**src/rtl/tlp_replay_pkg.sv**
```systemverilog
package tlp_replay_pkg;
  localparam int SEQ_W = 12;
  localparam int SEQ_FIELD_W = 16;
  localparam int CRC_W = 32;
  localparam logic [CRC_W-1:0] CRC_POLY = 32'h04C11DB7;

  typedef logic [SEQ_W-1:0] seq_t;

  // strobes from control to datapath
  typedef struct packed {
    logic storeWr;    // write inBody into the slot of txSeq
    logic replaySel;  // output body comes from the store
    seq_t txSeq;      // sequence number on the output this cycle
  } strobe_t;
endpackage

```
**src/rtl/tlp_replay_dp.sv**
```systemverilog
module tlp_replay_dp
  import tlp_replay_pkg::*;
#(
  parameter int DATA_W = 32,
  parameter int DEPTH  = 8
) (
  input  logic              clk,
  input  strobe_t           strobe,
  input  logic [DATA_W-1:0] inBody,
  output logic [DATA_W-1:0] outBody,
  output seq_t              outSeq,
  output logic [CRC_W-1:0]  outCrc
);
  localparam int IDX_W = (DEPTH > 1) ? $clog2(DEPTH) : 1;
  localparam int MSG_W = SEQ_FIELD_W + DATA_W;

  logic [DATA_W-1:0] store [DEPTH];
  logic [IDX_W-1:0]  slot;
  logic [MSG_W-1:0]  msg;
  logic [CRC_W-1:0]  crcReg;
  logic              feedBit;

  assign slot = strobe.txSeq[IDX_W-1:0];

  always_ff @(posedge clk) begin
    if (strobe.storeWr) store[slot] <= inBody;
  end

  assign outBody = strobe.replaySel ? store[slot] : inBody;
  assign outSeq  = strobe.txSeq;
  assign msg     = {{(SEQ_FIELD_W-SEQ_W){1'b0}}, strobe.txSeq, outBody};

  // serial CRC unrolled over the message, most significant bit first
  always_comb begin
    crcReg = '1;
    for (int i = MSG_W - 1; i >= 0; i--) begin
      feedBit = crcReg[CRC_W-1] ^ msg[i];
      crcReg  = {crcReg[CRC_W-2:0], 1'b0} ^ (feedBit ? CRC_POLY : '0);
    end
    outCrc = ~crcReg;
  end
endmodule

```
**src/rtl/tlp_replay_ctrl.sv**
```systemverilog
module tlp_replay_ctrl
  import tlp_replay_pkg::*;
#(
  parameter int DEPTH   = 8,
  parameter int TIMEOUT = 64
) (
  input  logic    clk,
  input  logic    rstN,
  input  logic    inValid,
  input  logic    outReady,
  input  logic    evtValid,
  input  logic    evtNak,
  input  seq_t    evtSeq,
  output logic    inReady,
  output logic    outValid,
  output logic    replayOn,
  output strobe_t strobe
);
  localparam int   TMR_W   = $clog2(TIMEOUT + 1);
  localparam seq_t DEPTH_S = seq_t'(DEPTH);
  localparam logic [TMR_W-1:0] TMR_LAST = TMR_W'(TIMEOUT - 1);

  seq_t nextSeq, ackedSeq, replaySeq;
  logic replaying;
  logic [TMR_W-1:0] timer;

  seq_t count, evtDist, ackedNext, nextSeqN, repBase, repPos, remaining;
  seq_t replaySeqN;
  logic full, newSend, repSend, ackOk, nakOk, progress, timeout, startRep;
  logic replayingN;

  always_comb begin
    count   = nextSeq - ackedSeq - 1'b1;
    full    = (count == DEPTH_S);
    inReady = !replaying && !full && outReady;
    outValid = replaying || (inValid && !full);
    newSend = inValid && inReady;
    repSend = replaying && outReady;

    evtDist = evtSeq - ackedSeq;
    ackOk   = evtValid && !evtNak && (evtDist != '0) && (evtDist <= count);
    nakOk   = evtValid && evtNak && (evtDist <= count);
    ackedNext = (ackOk || nakOk) ? evtSeq : ackedSeq;
    progress  = ackOk || (nakOk && (evtDist != '0));
    nextSeqN  = nextSeq + seq_t'(newSend);
    remaining = nextSeqN - ackedNext - 1'b1;

    // replay pointer: step on a taken beat, skip past newly acked packets
    repBase = replaySeq + seq_t'(repSend);
    repPos  = repBase - ackedSeq - 1'b1;
    if (replaying && ackOk && (evtDist > repPos)) repBase = evtSeq + 1'b1;

    timeout  = !replaying && (count != '0) && (timer == TMR_LAST)
               && !newSend && !progress;
    startRep = (nakOk && (remaining != '0)) || timeout;

    if (startRep) begin
      replayingN = 1'b1;
      replaySeqN = ackedNext + 1'b1;
    end else if (replaying) begin
      replayingN = (repBase != nextSeqN);
      replaySeqN = repBase;
    end else begin
      replayingN = 1'b0;
      replaySeqN = replaySeq;
    end

    strobe.storeWr   = newSend;
    strobe.replaySel = replaying;
    strobe.txSeq     = replaying ? replaySeq : nextSeq;
  end

  assign replayOn = replaying;

  always_ff @(posedge clk) begin
    if (!rstN) begin
      nextSeq   <= '0;
      ackedSeq  <= '1;
      replaySeq <= '0;
      replaying <= 1'b0;
      timer     <= '0;
    end else begin
      nextSeq   <= nextSeqN;
      ackedSeq  <= ackedNext;
      replaySeq <= replaySeqN;
      replaying <= replayingN;
      if ((remaining == '0) || replaying || newSend || progress || timeout)
        timer <= '0;
      else
        timer <= timer + 1'b1;
    end
  end
endmodule

```
**src/rtl/tlp_replay_buf.sv**
```systemverilog
module tlp_replay_buf
  import tlp_replay_pkg::*;
#(
  parameter int DATA_W  = 32,
  parameter int DEPTH   = 8,
  parameter int TIMEOUT = 64
) (
  input  logic              clk,
  input  logic              rstN,
  input  logic              inValid,
  output logic              inReady,
  input  logic [DATA_W-1:0] inBody,
  output logic              outValid,
  input  logic              outReady,
  output logic [11:0]       outSeq,
  output logic [DATA_W-1:0] outBody,
  output logic [31:0]       outCrc,
  input  logic              evtValid,
  input  logic              evtNak,
  input  logic [11:0]       evtSeq
);
  strobe_t strobe;
  logic    replayOn;

  tlp_replay_ctrl #(.DEPTH(DEPTH), .TIMEOUT(TIMEOUT)) uCtrl (
    .clk(clk), .rstN(rstN), .inValid(inValid), .outReady(outReady),
    .evtValid(evtValid), .evtNak(evtNak), .evtSeq(evtSeq),
    .inReady(inReady), .outValid(outValid), .replayOn(replayOn),
    .strobe(strobe)
  );

  tlp_replay_dp #(.DATA_W(DATA_W), .DEPTH(DEPTH)) uDp (
    .clk(clk), .strobe(strobe), .inBody(inBody),
    .outBody(outBody), .outSeq(outSeq), .outCrc(outCrc)
  );
endmodule

```
**config.mk**
```make
export PLATFORM = sky130hd
export DESIGN_NAME = tlp_replay_buf
export DESIGN_NICKNAME = d
export VERILOG_FILES = /design/src/rtl/tlp_replay_pkg.sv /design/src/rtl/tlp_replay_dp.sv /design/src/rtl/tlp_replay_ctrl.sv /design/src/rtl/tlp_replay_buf.sv
export SDC_FILE = /design/constraint.sdc
export NUM_CORES = 1
export LEC_CHECK = 0
export ABC_AREA = 1
export BUFFER_PORTS_ARGS = -buffer_cell sky130_fd_sc_hd__buf_2
export CAP_MARGIN = 15
export CORE_MARGIN = 8
export CORE_UTILIZATION = 60
export CTS_CLUSTER_DIAMETER = 60
export DETAILED_ROUTE_END_ITERATION = 16
export PLACE_DENSITY = 0.89
export SLEW_MARGIN = 20
export SYNTH_ARGS = -nofsm -noshare
export SYNTH_HDL_FRONTEND = slang
export SYNTH_HIERARCHICAL = 1
export SYNTH_SLANG_ARGS = --single-unit
export TNS_END_PERCENT = 1
```
**constraint.sdc**
```tcl
create_clock -name clk -period 9.5 [get_ports clk]
set_input_delay 2.375 -clock clk [delete_from_list [all_inputs] [get_ports clk]]
set_output_delay 2.375 -clock clk [all_outputs]
set_load 0.02 [all_outputs]
```
==> reports/metrics.cfg, run 1 <==
[floorplan]
initial_core_util_pct = 60.9
io_pins = 128
dieArea_um2 = 44700
coreArea_um2 = 37700
die-height_um = 212
die_w_um = 212
num_rows = 71

[clock_network]
clk_pin_slew_worst_paths_ns = 0.07
htreeDepth = 1
clock_latency_ns = 0.56
ctsHoldBuffers = 0
root_buffer = clkbuf_16
cts-buffers-inserted = 26
cts_tree = done
cts_resized = 0
clock-sinks = 300
post-cts-setup-buffers = 0
clock_path_buffers = 3

[synth]
ys_seq_area_share_pct = 37.4
ys.flop_type = edfxtp_1
synth_xor_area_share_pct = 8.71
netlist.area_leader.share_pct = 33.5
yosysWarningCount = 6
synth_top_family_by_area = simple AND/OR/NAND/NOR gates
netlist_instances = 3035
yosys.area.top_type = edfxtp_1
synth_area_leaders = edfxtp_1 (34%), nand2_1 (16%), nand3_1 (6.3%)
synth-simple-area-share_pct = 35.1
synth_fp_nets = 3162
synth_cell_types = 62
synthArstFlopShare_pct = 0
syn_area_per_cell_um2 = 7.56
syn_area_um2 = 22900
ys_ff_latch = 300
synth-edff-count = 256
synthAdderAreaFrac_pct = 4.33
synthMuxAreaShare_pct = 0
synth_compound_area_share_pct = 6.39

[worst_setup_path]
cp.arrival_ns = 6.68
slowest_stage = o21ai_1
path_common_cell = nand2_1
worstPathRequired_ns = 7.13
crit_path_end_kind = primary output
worstPathMaxFanout = 27
critPathMaxStageDelay_ns = 0.89
cp-start-kind = flip-flop
crit_type = flip-flop to primary output

[timing]
maxSlewViolCount = 0
worstMarginPinSlew_ns = 1.11
min_period_ns = 9.05
fin_tns_setup_ns = 0
slew_headroom_pct = 25.5
hold_viol = 0
setup_violations = 0
rsz0062_at_grt = false
skew_ns = 0.0274
max_clock_freq_mhz = 110
fin_crit_sh_pct = 95.3
fin_ws_ns = 0.447

[global_routing]
grt_max_degree = 71
grt_pass1_wl_um = 110000
grt_use_met2_pct = 49.9
busiest_layer = met2
use_met1_pct = 40.3
grt_use_total_pct = 31.1
grt_remaining_overflow = 0
use_met3_pct = 7.02
grt_pass1_vias = 20300
grt_antenna_before_repair = 9

[job]
drv_cap = 0

[drt]
drt_pass1_iterations = 7
drt-total-wl_um = 72400
drtAntennaViolNets = 0
drc_errors = 0
num_vias = 21800
drt_iter0_drc = 2995
wl_per_cell_um = 19.7
vias_per_cell = 5.95

[place]
place_ws_ns = 0.680
gp_congestion = 1.06
dp.cells = 3613
post-dp-hpwl_um = 53000
port_buffers = 127

[cells_and_area]
final_cells = 3668
layout_commonest_cell = nand2_1
nFillCells = 3136
nets = 3257
multi_input_area_um2 = 12600
ff_latch_area_um2 = 8570
drive_gt1_share_pct = 15.2
syn2layout_area_growth_pct = 8.28
final_cell_mix = nand2_1 (992), inv_1 (304), nand3_1 (290), edfxtp_1 (256), nor2_1 (190)

[status]
outcome = completed

[worst_hold_path]
hold_class = flip-flop to flip-flop

## state kept, by name (all words and copies together), names as in the netlist
name / count
uDp/store: 256
uCtrl/ackedSeq: 12
uCtrl/nextSeq: 12
uCtrl/replaySeq: 12
uCtrl/timer: 7
uCtrl/replayOn: 1
## worst max-delay path: cells and delay by family, from the launching register on
family / cells / cell delay, ns
compound gates: 1 / 0.89
flops: 1 / 0.56
simple gates: 26 / 3.48
xor+xnor: 1 / 0.37
buf+inv: 5 / 0.82
## through the flow
| step | cell area (µm²) | hold WS (ns) | util [%] |
|---|---|---|---|
| finish | 24800 | 0.450 | 65.9 |
| global route | 24800 | 0.474 | 65.9 |
| CTS | 24800 | 0.461 | 65.9 |
| detailed placement | 23900 | 0.447 | 63.5 |
| global placement | 23900 | 0.431 | 63.4 |
| floorplan | 22900 | 0.418 | - |
## per-layer routing
layer	share of wire (%)	wire length (µm)
met5	0.090	65
met4	4.2	3030
met3	13	9660
met2	45	32600
met1	37	27000
## cells by family after synthesis
group	Yosys count
AND/OR/NAND/NOR	1762
buffers and inverters	430
XOR/XNOR	213
flip-flops	300
adder cells (fa/ha/maj)	77
AO/OA/AOI/OAI	253
## synth_stat cells (all sizes together), types with 30 or more instances
cell type	number
nor2	213
xor2	166
o21ai	135
dfxtp	44
nand3	315
or2	30
nand2	1139
xnor2	47
a21oi	55
buf	62
inv	347
edfxtp	256
ha	73
## path summary, 6_finish.rpt
path / start / slack [ns] / end / cells after the start
max: uCtrl/replayOn$_SDFF_PN0_ / 0.45 / outCrc[10] / 33
min: uCtrl/timer[0]$_SDFF_PP0_ / 0.45 / uCtrl/timer[0]$_SDFF_PP0_ / 1
max reg2reg: uCtrl/ackedSeq[0]$_SDFF_PN1_ / 1.78 / uCtrl/replaySeq[3]$_SDFFE_PN0P_ / 42
min reg2reg: uCtrl/timer[0]$_SDFF_PP0_ / 0.45 / uCtrl/timer[0]$_SDFF_PP0_ / 1
## layout make-up
cell class	instances	area share, %
well taps	511	2.57
diodes	7	0.0705
clock inverters	14	0.655
repair buffers	150	3.39
inverters	347	5.33
flip-flops and latches	300	34.5
clock buffers	34	2.86
multi-input cells	2305	50.6
Power of run 1 is not shown: default switching activity piles up to over one toggle a cycle in this logic, so the estimate is an artifact.
==> run 2: changes to the inputs <==
--- a/config.mk
+++ b/config.mk
@@ -8,6 +8,7 @@
 export ABC_AREA = 1
 export BUFFER_PORTS_ARGS = -buffer_cell sky130_fd_sc_hd__buf_2
 export CAP_MARGIN = 15
+export CORE_ASPECT_RATIO = 1.1
 export CORE_MARGIN = 8
 export CORE_UTILIZATION = 60
 export CTS_CLUSTER_DIAMETER = 60
==> reports/metrics.cfg, run 2 (synthesis results as in run 1) <==
[cells_and_area]
syn2layout_area_growth_pct = 8.53
largest_register_ffs = 256
nFillCells = 3128
final_cell_mix = nand2_1 (992), inv_1 (304), nand3_1 (290), edfxtp_1 (256), nor2_1 (190)
final_area_um2 = 24900
top_register = uDp/store
drive_gt1_share_pct = 15.2
layout_commonest_cell = nand2_1
nets = 3257

[worst_setup_path]
r2r_start = uCtrl/ackedSeq[0]$_SDFF_PN1_
worstPathRequired_ns = 7.13
worst-path-buf-inv = 7
r2r_slack_ns = 2.49
r2r_cells = 42
path_common_cell = nand2_1
cp_num_cells = 30
critPathMaxStageDelay_ns = 0.56
r2r_end = uCtrl/replaySeq[5]$_SDFFE_PN0P_
crit_path_end_kind = primary output
cp.arrival_ns = 6.11
crit_type = flip-flop to primary output
worstPathMaxFanout = 25
critPathLaunch = uCtrl/replayOn$_SDFF_PN0_
cp_top_family = simple AND/OR/NAND/NOR gates
slowest_stage = nor2_2
critPathCapture = outCrc[20]
cp-start-kind = flip-flop

[global_routing]
grt_use_total_pct = 27.9
grt_antenna_before_repair = 2
grt_pass1_vias = 19400
grt_remaining_overflow = 0
grt_max_degree = 72
grt_pass1_wl_um = 102000

[clock_network]
cts-buffers-inserted = 29
clock_latency_ns = 0.58
cts_resized = 0
htreeDepth = 1
root_buffer = clkbuf_16
ctsHoldBuffers = 0
cts_tree = done
clk_pin_slew_worst_paths_ns = 0.07
clock_path_buffers = 3
post-cts-setup-buffers = 0
clock-sinks = 300

[worst_hold_path]
hold_class = flip-flop to flip-flop
holdPathStages = 1

[place]
gp_congestion = 1.02
placed_area_um2 = 23800
post-dp-hpwl_um = 47600
port_buffers = 127

[drt]
drt_pass1_iterations = 7
drt_iter0_drc = 2361
wl_per_cell_um = 17.9
drc_errors = 0
drtAntennaViolNets = 0
vias_per_cell = 5.76
num_vias = 21000
drt-total-wl_um = 65400

[timing]
worstMarginPinSlew_ns = 1.12
setup_violations = 0
slew_headroom_pct = 25.5
fin_tns_setup_ns = 0
hold_viol = 0
maxSlewViolCount = 0
rsz0062_at_grt = false
min_period_ns = 8.48
skew_ns = 0.0226
max_clock_freq_mhz = 118
fin_crit_sh_pct = 89.3

[status]
outcome = completed

[job]
drv_cap = 0

[floorplan]
io_pins = 128
dieArea_um2 = 44700
coreArea_um2 = 37900
die-height_um = 221
num_rows = 75
die_w_um = 202
initial_core_util_pct = 60.5

## run 2: through the flow
stage,utilization (%),std cells,hold WS [ns],setup WS [ns]
after floorplan,-,3035,0.418,2.02
after global placement,62.9,3596,0.432,1.41
after detailed placement,62.9,3596,0.445,1.29
after CTS,65.5,3650,0.455,1.20
after global routing,65.7,3655,0.470,0.646
final,65.7,3655,0.452,1.02
## run 2: worst min-delay path by stage
stage                              startpoint                   endpoint  slack, ns
detailed placement  uCtrl/timer[0]$_SDFF_PP0_  uCtrl/timer[0]$_SDFF_PP0_       0.45
global route        uCtrl/timer[0]$_SDFF_PP0_  uCtrl/timer[0]$_SDFF_PP0_       0.47
floorplan           uCtrl/timer[0]$_SDFF_PP0_  uCtrl/timer[0]$_SDFF_PP0_       0.42
global placement    uCtrl/timer[0]$_SDFF_PP0_  uCtrl/timer[0]$_SDFF_PP0_       0.43
finish              uCtrl/timer[0]$_SDFF_PP0_  uCtrl/timer[0]$_SDFF_PP0_       0.45
CTS                 uCtrl/timer[0]$_SDFF_PP0_  uCtrl/timer[0]$_SDFF_PP0_       0.46
## run 2: layout make-up
| type | instances | area (µm²) | share of cell area, % |
|---|---|---|---|
| Clock buffer | 33 | 741 | 2.98 |
| Multi-Input combinational cell | 2305 | 12600 | 50.5 |
| Timing Repair Buffer | 147 | 823 | 3.31 |
| Sequential cell | 300 | 8570 | 34.4 |
| Inverter | 347 | 1320 | 5.30 |
| Clock inverter | 21 | 243 | 0.975 |
| Tap cell | 500 | 626 | 2.51 |
| Antenna cell | 2 | 5.00 | 0.0201 |
## run 2: layer usage
layer,GRT usage (%),vias up,share of wire (%)
met5,0,-,0
met4,13.4,0,5.0
li1,-,10000,-
met1,35.6,9541,39
met2,45.7,1242,46
met3,4.62,240,10
Power of run 2 is left out for the same reason.
